`src/rtl/atf_pkg.sv`:
```
package atf_pkg;
  localparam logic [4:0] A_CTL  = 5'b01110;
  localparam logic [4:0] A_DATA = 5'b10000;
  localparam logic [4:0] A_ERR  = 5'b10001;
  localparam logic [4:0] A_CNT  = 5'b10010;
  localparam logic [4:0] A_DISC = 5'b10011;
  localparam logic [4:0] A_LBA1 = 5'b10100;
  localparam logic [4:0] A_LBA2 = 5'b10101;
  localparam logic [4:0] A_DEV  = 5'b10110;
  localparam logic [4:0] A_CMD  = 5'b10111;

  localparam logic [7:0] OP_DEVRST = 8'h08;
  localparam logic [7:0] OP_PKT    = 8'hA0;
  localparam logic [7:0] OP_IDPKT  = 8'hA1;
  localparam logic [7:0] OP_SVC    = 8'hA2;
  localparam logic [7:0] OP_SETF   = 8'hEF;
  localparam logic [7:0] FEAT_XFER = 8'h03;
  localparam logic [7:0] ERR_ABORT = 8'h04;

  typedef enum logic [1:0] {XM_PIO, XM_PIO_FC, XM_MDMA, XM_UDMA} xfer_mode_e;

  typedef struct packed {
    logic [7:0] feature;
    logic [7:0] count;
    logic [7:0] lba0;
    logic [7:0] lba1;
    logic [7:0] lba2;
    logic [7:0] device;
    logic [7:0] command;
    logic       srst;
    logic       nien;
  } tf_regs_t;
endpackage

```
`src/rtl/atf_regs.sv`:
```
module atf_regs
  import atf_pkg::*;
(
  input  logic       clk,
  input  logic       rst_n,
  input  logic       host_wr,
  input  logic [4:0] host_addr,
  input  logic [7:0] wbyte,
  input  logic       wr_open,
  output tf_regs_t   regs,
  output logic       cmd_go
);
  tf_regs_t regs_d;
  logic     any_en;

  always_comb begin
    regs_d = regs;
    any_en = 1'b0;
    cmd_go = 1'b0;
    if (host_wr) begin
      if (host_addr == A_CTL) begin
        regs_d.srst = wbyte[2];
        regs_d.nien = wbyte[1];
        any_en      = 1'b1;
      end else if (wr_open) begin
        any_en = 1'b1;
        unique case (host_addr)
          A_ERR:  regs_d.feature = wbyte;
          A_CNT:  regs_d.count   = wbyte;
          A_DISC: regs_d.lba0    = wbyte;
          A_LBA1: regs_d.lba1    = wbyte;
          A_LBA2: regs_d.lba2    = wbyte;
          A_DEV:  regs_d.device  = wbyte;
          A_CMD: begin
            regs_d.command = wbyte;
            cmd_go         = 1'b1;
          end
          default: any_en = 1'b0;
        endcase
      end
    end
  end

  always_ff @(posedge clk or negedge rst_n) begin
    if (!rst_n) begin
      regs <= '0;
    end else if (any_en) begin
      regs <= regs_d;
    end
  end
endmodule

```
`src/rtl/atf_seq.sv`:
```
module atf_seq
  import atf_pkg::*;
#(
  parameter int CMD_LAT = 2,
  parameter int RST_LAT = 4
) (
  input  logic       clk,
  input  logic       rst_n,
  input  logic       srst,
  input  logic       cmd_go,
  input  logic [7:0] command,
  input  logic [7:0] feature,
  input  logic [7:0] count,
  input  logic       buf_pending,
  output logic       busy,
  output logic       drq,
  output logic       err,
  output logic [7:0] errreg,
  output logic       raise,
  output xfer_mode_e xfer_mode,
  output logic [2:0] xfer_sub
);
  localparam int MAXL = (CMD_LAT > RST_LAT) ? CMD_LAT : RST_LAT;
  localparam int CW   = $clog2(MAXL + 1);
  localparam logic [CW-1:0] CMD_LOAD = CW'(CMD_LAT - 1);
  localparam logic [CW-1:0] RST_LOAD = CW'(RST_LAT - 1);

  logic          busy_d, drq_d, err_d, phase_cmd, phase_cmd_d;
  logic [7:0]    errreg_d;
  logic [CW-1:0] cnt, cnt_d;
  xfer_mode_e    mode_d;
  logic [2:0]    sub_d;

  always_comb begin
    busy_d      = busy;
    drq_d       = drq;
    err_d       = err;
    errreg_d    = errreg;
    cnt_d       = cnt;
    phase_cmd_d = phase_cmd;
    mode_d      = xfer_mode;
    sub_d       = xfer_sub;
    raise       = 1'b0;
    if (srst) begin
      busy_d      = 1'b1;
      drq_d       = 1'b0;
      err_d       = 1'b0;
      errreg_d    = '0;
      cnt_d       = RST_LOAD;
      phase_cmd_d = 1'b0;
      mode_d      = XM_PIO;
      sub_d       = '0;
    end else if (cmd_go) begin
      busy_d      = 1'b1;
      err_d       = 1'b0;
      errreg_d    = '0;
      cnt_d       = CMD_LOAD;
      phase_cmd_d = 1'b1;
    end else if (busy) begin
      if (cnt != '0) begin
        cnt_d = cnt - 1'b1;
      end else begin
        busy_d = 1'b0;
        if (phase_cmd) begin
          raise = 1'b1;
          unique case (command)
            OP_DEVRST: begin
              err_d    = 1'b0;
              errreg_d = '0;
            end
            OP_PKT, OP_IDPKT, OP_SVC: begin
              if (buf_pending) begin
                drq_d = 1'b1;
                raise = 1'b0;
              end
            end
            OP_SETF: begin
              if (feature == FEAT_XFER) begin
                sub_d = count[2:0];
                unique case (count[7:3])
                  5'b00000: mode_d = XM_PIO;
                  5'b00001: mode_d = XM_PIO_FC;
                  5'b00100: mode_d = XM_MDMA;
                  5'b01000: mode_d = XM_UDMA;
                  default: begin
                    sub_d    = xfer_sub;
                    err_d    = 1'b1;
                    errreg_d = ERR_ABORT;
                  end
                endcase
              end
            end
            default: begin
              err_d    = 1'b1;
              errreg_d = ERR_ABORT;
            end
          endcase
        end
      end
    end else if (drq && !buf_pending) begin
      drq_d = 1'b0;
      raise = 1'b1;
    end
  end

  always_ff @(posedge clk or negedge rst_n) begin
    if (!rst_n) begin
      busy      <= 1'b0;
      drq       <= 1'b0;
      err       <= 1'b0;
      errreg    <= '0;
      cnt       <= '0;
      phase_cmd <= 1'b0;
      xfer_mode <= XM_PIO;
      xfer_sub  <= '0;
    end else begin
      busy      <= busy_d;
      drq       <= drq_d;
      err       <= err_d;
      errreg    <= errreg_d;
      cnt       <= cnt_d;
      phase_cmd <= phase_cmd_d;
      xfer_mode <= mode_d;
      xfer_sub  <= sub_d;
    end
  end
endmodule

```
`src/rtl/atf_irq.sv`:
```
module atf_irq (
  input  logic clk,
  input  logic rst_n,
  input  logic srst,
  input  logic raise,
  input  logic clear,
  input  logic nien,
  output logic pend,
  output logic irq
);
  logic pend_d;

  always_comb begin
    pend_d = pend;
    if (srst)       pend_d = 1'b0;
    else if (raise) pend_d = 1'b1;
    else if (clear) pend_d = 1'b0;
  end

  always_ff @(posedge clk or negedge rst_n) begin
    if (!rst_n) pend <= 1'b0;
    else        pend <= pend_d;
  end

  assign irq = pend & ~nien;
endmodule

```
`src/rtl/atf_hostmux.sv`:
```
module atf_hostmux
  import atf_pkg::*;
(
  input  logic [4:0]  host_addr,
  input  logic        host_rd,
  input  logic        host_wr,
  input  tf_regs_t    regs,
  input  logic [7:0]  status,
  input  logic [7:0]  errreg,
  input  logic [7:0]  disc_state,
  input  logic        drq,
  input  logic [15:0] buf_rd_data,
  output logic [15:0] host_rdata,
  output logic        status_rd,
  output logic        buf_rd,
  output logic        buf_wr
);
  logic at_data;

  assign at_data   = (host_addr == A_DATA);
  assign status_rd = host_rd && (host_addr == A_CMD);
  assign buf_rd    = host_rd && at_data && drq;
  assign buf_wr    = host_wr && at_data && drq;

  always_comb begin
    host_rdata = '0;
    unique case (host_addr)
      A_CTL, A_CMD: host_rdata[7:0] = status;
      A_ERR:        host_rdata[7:0] = errreg;
      A_CNT:        host_rdata[7:0] = regs.count;
      A_DISC:       host_rdata[7:0] = disc_state;
      A_LBA1:       host_rdata[7:0] = regs.lba1;
      A_LBA2:       host_rdata[7:0] = regs.lba2;
      A_DEV:        host_rdata[7:0] = regs.device;
      A_DATA:       host_rdata      = drq ? buf_rd_data : 16'h0000;
      default:      host_rdata      = '0;
    endcase
  end
endmodule

```
`src/rtl/ata_taskfile_dev.sv`:
```
module ata_taskfile_dev
  import atf_pkg::*;
#(
  parameter int CMD_LAT = 2,
  parameter int RST_LAT = 4
) (
  input  logic        clk,
  input  logic        rst_n,
  input  logic [4:0]  host_addr,
  input  logic        host_rd,
  input  logic        host_wr,
  input  logic [15:0] host_wdata,
  output logic [15:0] host_rdata,
  input  logic [7:0]  disc_state,
  input  logic        buf_pending,
  input  logic [15:0] buf_rd_data,
  output logic        buf_rd,
  output logic        buf_wr,
  output logic [15:0] buf_wr_data,
  output logic [23:0] cmd_lba,
  output logic        irq,
  output logic [1:0]  xfer_mode,
  output logic [2:0]  xfer_sub
);
  logic [1:0] rst_pipe;
  logic       rst_sync_n;
  tf_regs_t   tf;
  logic       cmd_go, busy, drq, err, raise, pend, status_rd;
  logic [7:0] errreg, status;
  xfer_mode_e mode;

  always_ff @(posedge clk or negedge rst_n) begin
    if (!rst_n) rst_pipe <= 2'b00;
    else        rst_pipe <= {rst_pipe[0], 1'b1};
  end
  assign rst_sync_n = rst_pipe[1];

  atf_regs u_regs (
    .clk(clk), .rst_n(rst_sync_n), .host_wr(host_wr), .host_addr(host_addr),
    .wbyte(host_wdata[7:0]), .wr_open(!busy && !drq), .regs(tf), .cmd_go(cmd_go)
  );

  atf_seq #(.CMD_LAT(CMD_LAT), .RST_LAT(RST_LAT)) u_seq (
    .clk(clk), .rst_n(rst_sync_n), .srst(tf.srst), .cmd_go(cmd_go),
    .command(tf.command), .feature(tf.feature), .count(tf.count),
    .buf_pending(buf_pending), .busy(busy), .drq(drq), .err(err),
    .errreg(errreg), .raise(raise), .xfer_mode(mode), .xfer_sub(xfer_sub)
  );

  atf_irq u_irq (
    .clk(clk), .rst_n(rst_sync_n), .srst(tf.srst), .raise(raise),
    .clear(cmd_go || status_rd), .nien(tf.nien), .pend(pend), .irq(irq)
  );

  assign status = {busy, ~busy, 2'b00, drq, 2'b00, err};

  atf_hostmux u_mux (
    .host_addr(host_addr), .host_rd(host_rd), .host_wr(host_wr), .regs(tf),
    .status(status), .errreg(errreg), .disc_state(disc_state), .drq(drq),
    .buf_rd_data(buf_rd_data), .host_rdata(host_rdata), .status_rd(status_rd),
    .buf_rd(buf_rd), .buf_wr(buf_wr)
  );

  assign buf_wr_data = host_wdata;
  assign cmd_lba     = {tf.lba2, tf.lba1, tf.lba0};
  assign xfer_mode   = mode;
endmodule

```
`config.mk`:
```
export PLATFORM = sky130hd
export DESIGN_NAME = ata_taskfile_dev
export DESIGN_NICKNAME = d
export VERILOG_FILES = /design/src/rtl/atf_pkg.sv /design/src/rtl/atf_regs.sv /design/src/rtl/atf_seq.sv /design/src/rtl/atf_irq.sv /design/src/rtl/atf_hostmux.sv /design/src/rtl/ata_taskfile_dev.sv
export SDC_FILE = /design/constraint.sdc
export NUM_CORES = 1
export LEC_CHECK = 0
export ABC_AREA = 1
export BUFFER_PORTS_ARGS = -buffer_cell sky130_fd_sc_hd__buf_2
export CORE_ASPECT_RATIO = 0.5
export CORE_MARGIN = 10
export CORE_UTILIZATION = 52
export DETAILED_ROUTE_END_ITERATION = 6
export PLACE_DENSITY_LB_ADDON = 0.05
export SETUP_SLACK_MARGIN = 0.05
export SYNTH_ARGS = -nofsm -noshare
export SYNTH_HDL_FRONTEND = slang
export SYNTH_SLANG_ARGS = --single-unit
```
`constraint.sdc`:
```
create_clock -name clk -period 3.1 [get_ports clk]
set_input_delay 0 -clock clk [delete_from_list [all_inputs] [get_ports clk]]
set_output_delay 0 -clock clk [all_outputs]
set_load 0.05 [all_outputs]
```
-- Yosys cells after proc, flatten, opt, wreduce, memory -nomap -nowiden
Cells that the tools add are included.
- bits in registers: 81
- output and inout bits: 64
- logic and storage cells: 166
- reductions and logical operators: 42
- muxes and demuxes: 72
- $add $sub $neg: 1
- bitwise operators: 4
- eq/ne operators: 28
- operators with widths (kind ; count):
    $mux 8 ; 8
    $pmux 8 s8 ; 1
    $eq 5x5->1 const B ; 8
    $mux 1 ; 40
    $mux 3 ; 12
    $reduce_and 5->1 ; 7
    $eq 8x8->1 const B ; 4
    $pmux 8 s3 ; 1
    $ne 3x3->1 const B ; 6
    $reduce_bool 3->1 ; 6
    $mux 16 ; 1
    $mux 2 ; 7
    $reduce_and 7->1 ; 2
    $reduce_and 6->1 ; 2
    $reduce_bool 2->1 ; 6
    $eq 5x4->1 const B ; 2
    $eq 8x2->1 const B ; 1
    $eq 8x4->1 const B ; 1
    $pmux 2 s4 ; 1
    $logic_and 1x1->1 ; 7
    $reduce_or 7->1 ; 1
    $eq 5x1->1 const B ; 1
    $eq 5x3->1 const B ; 1
    $logic_not 5->1 ; 1
    other kinds (16) ; 20

-- Depth between registers and ports, before layout
- word-level depth: 10
- depth in mapped cells: 10

-- By module
Synthesis repeated with hierarchy kept, for this count alone.
- cells, all modules: 609
- area total of the unflattened synthesis: 4478.0 µm²
- by module, submodules not included (module ; area an instance (µm²) ; cells each ; times used):
    atf_regs ; 2521.2 ; 271 ; 1
    atf_seq ; 928.4 ; 138 ; 1
    atf_hostmux ; 779.5 ; 168 ; 1
    ata_taskfile_dev ; 196.4 ; 25 ; 1
    atf_irq ; 52.6 ; 7 ; 1

-- Least setup slack after synthesis
Ideal clock, no wire load.
- path kind: register to register
- start: register u_seq.busy
- end: register u_regs.regs[57] (netlist name)
- setup slack: 1643 ps
- library setup time: 122 ps
- stages on the path, launching flop included: 9
- arrival time: 1335 ps
- data required time: 2978 ps
- cell sequence: dfrtp_1 -> or2_1 -> nor2_1 -> and2_2 -> buf_12 -> nand3_4 -> buf_6 -> nand2_2 -> o21ai_2
- word-level cells in the longest chain between the ends: 6
- RTL lines (element ; line ; RTL):
    from (decl) ; atf_seq.sv:15 ; output logic busy,
    from (signal assigned) ; atf_seq.sv:117 ; busy <= busy_d;
    $logic_not 1->1 * ; ata_taskfile_dev.sv:40 ; .wbyte(host_wdata[7:0]), .wr_open(!busy && !drq), .regs(tf), .cmd_go(cmd_go)
    $logic_and 1x1->1 * ; ata_taskfile_dev.sv:40 ;
    $mux 1 ; atf_regs.sv:25 ; end else if (wr_open) begin
    $mux 1 ; atf_regs.sv:21 ; if (host_addr == A_CTL) begin
    $mux 1 ; atf_regs.sv:20 ; if (host_wr) begin
    $reduce_and 5->1 (no source line) * ; -- ;
Every way passes the cells marked *; elsewhere a longest branch is shown, timed or not.
A chain may end at the register's enable or synchronous reset.

-- Worst setup path after layout
- start: register u_seq.drq
- end: output port host_rdata[6]
- word-level cells in the longest chain between the ends: 2
- RTL lines (element ; line ; RTL):
    from (decl) ; atf_seq.sv:16 ; output logic drq,
    from (signal assigned) ; atf_seq.sv:118 ; drq <= drq_d;
    $mux 16 ; atf_hostmux.sv:35 ; A_DATA: host_rdata = drq ? buf_rd_data : 16'h0000;
    $pmux 8 s8 ; atf_hostmux.sv:27 ; unique case (host_addr)
    to (decl) ; ata_taskfile_dev.sv:13 ; output logic [15:0] host_rdata,
Every way passes these cells.

==> reports/qor.csv <==
metric;value;unit
max_cap viols;0;
CTS tree;yes;
final non-filler cell total;652;
Relative slew margins;40.0;%
GR peak layer;met2;
met2 usage;27.7;%
largest net degree at the start of global routing;72;
most common cell after layout, fill and taps aside;nand2_1;
Clk pin slew, worst setup/hold paths;50;ps
Sw Pwr;905;uW
H-Tree Depth;3;
design area;4450;sq um
setup TNS;0;ps
initial antenna violation count;0;
CTS buffer count;9;
Data arrival, critical path;1980;ps
post-synthesis async set-or-reset flop share;100;%
syn_area_per_cell;8.00;sq um
multi-input gate area in the final layout;1480;sq um
core area;7320;sq um
Final period util;63.8;%
Area Growth Syn to Fin;13.7;%
Final Wtd Congestion;0.858;
maximum VDD drop;0.000321;V
status;finished, final reports clean;
reg2reg end;u_seq.xfer_sub[2]$_DFFE_PN0P_;
Slew Limit Fails;0;
Skew-Pair Late Insertion Delay;330;ps
drt wl/cell;15.9;microns
length of the first detailed-routing pass in iterations;7;
Syn Nets;541;
hold path start;host_wdata[12];
reg-to-reg setup timing slack;1340;ps
num rows;22;
R2R cell count;8;
first-pass GRT wire length;16600;microns
Seq cells post-synth;73;
Req. time, crit path;3100;ps
top_reg_cell synth;dfrtp_1;
die span in y;81.3;microns
GR met3 Demand/Resource;6.00;%
cell chain of the critical path;nand3_1, inv_1, a21boi_0, nand4_1, buf_2;
clock skew;7.97;ps
cell at the slowest stage of the critical path;dfrtp_1;
final core utilization;60.7;%
CP Capture Type;output port;
EDFF count, synth;0;
crit path kind;reg -> out;
io pins;114;
initial detailed-routing violation count;225;
Overflow after GRT;0;
DRC;0;
combinational share of power;21.1;%
most frequent cells in the layout;nand2_1, buf_2, dfrtp_1;
RSZ-0062 raised after global routing;no;
Max Buffers Root-to-Sink;2;
Filler cells;703;
vias in the first global route;3122;
clock network power share;36.5;%
Die ar.;11600;sq um
Total GRT Usage;18.3;%
Yosys warning total;0;
Final Hold Viols;0;
Pleak;2.46;nW
initial core utilization;53.4;%
maximum clock frequency;506;MHz
Syn Inst Count;489;
critical path launch point type;flip-flop;
total wire length;10300;microns
dpl hpwl;7600;microns
CTS sink cnt;73;
Pwr Density;626;nW/um^2
dpl cells;633;
Worst-Margin Slew;900;ps
Vias per Instance;5.06;
total number of vias;3301;
final period demand of the worst path;1980;ps
Int Pwr;1.88;mW
count of cell types in the netlist;33;
port buffer count;97;
sequential power share;42.4;%
RR Startpoint;u_seq.cnt[0]$_DFFE_PN0P_;
layout cells sized above 1;24.5;%
die width;143;microns
final setup vio count;0;
Hold Path Class;in -> out;
switching share of power;32.5;%
Ant. Diodes;0;
Reg area;1830;sq um
Post-DP Area;4130;sq um
Worst Hold Path EP;buf_wr_data[12];
Seq/Total Area, Yosys;46.7;%
crit-path max cell delay;420;ps
clock root buffer;clkbuf_16;
hold path depth;0;
met1 global-route usage;25.1;%
mapped cell area;3910;sq um
number of nets in the layout;603;
Routed Antenna Nets;0;
Worst Path Max Fanout;11;
-- Yosys cell counts, types with 5 or more instances --
cell type	n	share of area (%)
nand4_1	7	1.1
o21ai_1	48	6.1
a21oi_1	17	2.2
o21ai_2	8	1.8
nand3_1	16	2.0
buf_4	40	7.7
dfrtp_1	73	47
nand2_4	5	1.4
inv_1	52	5.0
o21ai_0	14	1.8
buf_6	6	1.7
nor2_1	42	4.0
nand2_1	130	12
-- metrics by stage --
stage                     hold slack (ps)  setup WS, ps  power, mW
after CTS                           0.589          1120       2.79
final                              0.0193          1120       2.78
after floorplan                      -296           917       1.68
after global placement               -213          1390       1.76
after detailed placement             -213          1370       1.77
after global routing               0.0863           963       2.93
-- routing by layer --
metal / up-vias / part of all wire (%)
met5: - / 0
met4: 0 / 0.92
met3: 15 / 7.1
met2: 112 / 43
met1: 1533 / 49
li1: 1641 / -
-- worst max path at each step --
stage	start	end	slack, ps	cells after the start
2_1_floorplan	rst_pipe[1]$_DFF_PN0_	u_irq.pend$_DFFE_PN0P_	920	0
3_3_place_gp	host_addr[3]	host_rdata[6]	1390	9
3_5_place_dp	u_seq.cnt[0]$_DFFE_PN0P_	u_seq.xfer_sub[1]$_DFFE_PN0P_	1370	8
4_1_cts	u_seq.drq$_DFFE_PN0P_	host_rdata[6]	1120	5
5_1_grt	u_seq.drq$_DFFE_PN0P_	host_rdata[6]	960	5
6_report	u_seq.drq$_DFFE_PN0P_	host_rdata[6]	1120	5
-- sequential cells by signal, summed over array words and instances (netlist names) --
signal and count:
u_seq.xfer_mode 2, u_seq.drq 1, u_regs.regs 58, u_seq.busy 1, u_seq.errreg 1, u_seq.cnt 3
u_seq.phase_cmd 1, u_seq.xfer_sub 3, u_irq.pend 1, rst_pipe 2
-- power by group through the flow --
stage	clock network [mW]	registers, mW	logic, mW
2_1_floorplan	0	1.20	0.478
3_3_place_gp	0	1.19	0.575
3_5_place_dp	0	1.19	0.582
4_1_cts	1.02	1.18	0.590
5_1_grt	1.08	1.20	0.655
6_report	1.02	1.18	0.586
-- cells by family after synthesis --
| family | synth area share (%) |
|---|---|
| and+or+nand+nor | 23.8 |
| buffers and inverters | 15.5 |
| AOI/OAI and AO/OA | 13.0 |
| DFF | 46.7 |
| adders and majority gates | 0.640 |
| xor gates and xnor gates | 0.224 |
| other | 0.0959 |
-- area by class of cell --
| type | instances | area share, % |
|---|---|---|
| sequential | 73 | 41.1 |
| multi-input combinational | 311 | 33.2 |
| timing repair buffer | 101 | 11.8 |
| clock buffer | 11 | 5.24 |
| inverter | 55 | 4.64 |
| tap | 96 | 2.70 |
| clock inverter | 5 | 1.29 |
-- critical path: cells and delay by family (launching register included) --
| family | cells | cell delay, ps |
|---|---|---|
| buffers and inverters | 2 | 480 |
| flip-flops | 1 | 420 |
| AND/OR/NAND/NOR | 2 | 510 |
| AO/OA/AOI/OAI | 1 | 230 |
-- repair_timing --
item,4_1_cts,5_1_grt
setup buffers,0,0
hold endpoints to repair,3,0
hold buffers,3,0
gates resized for setup,0,0
Power figures use the tool's default switching activity.
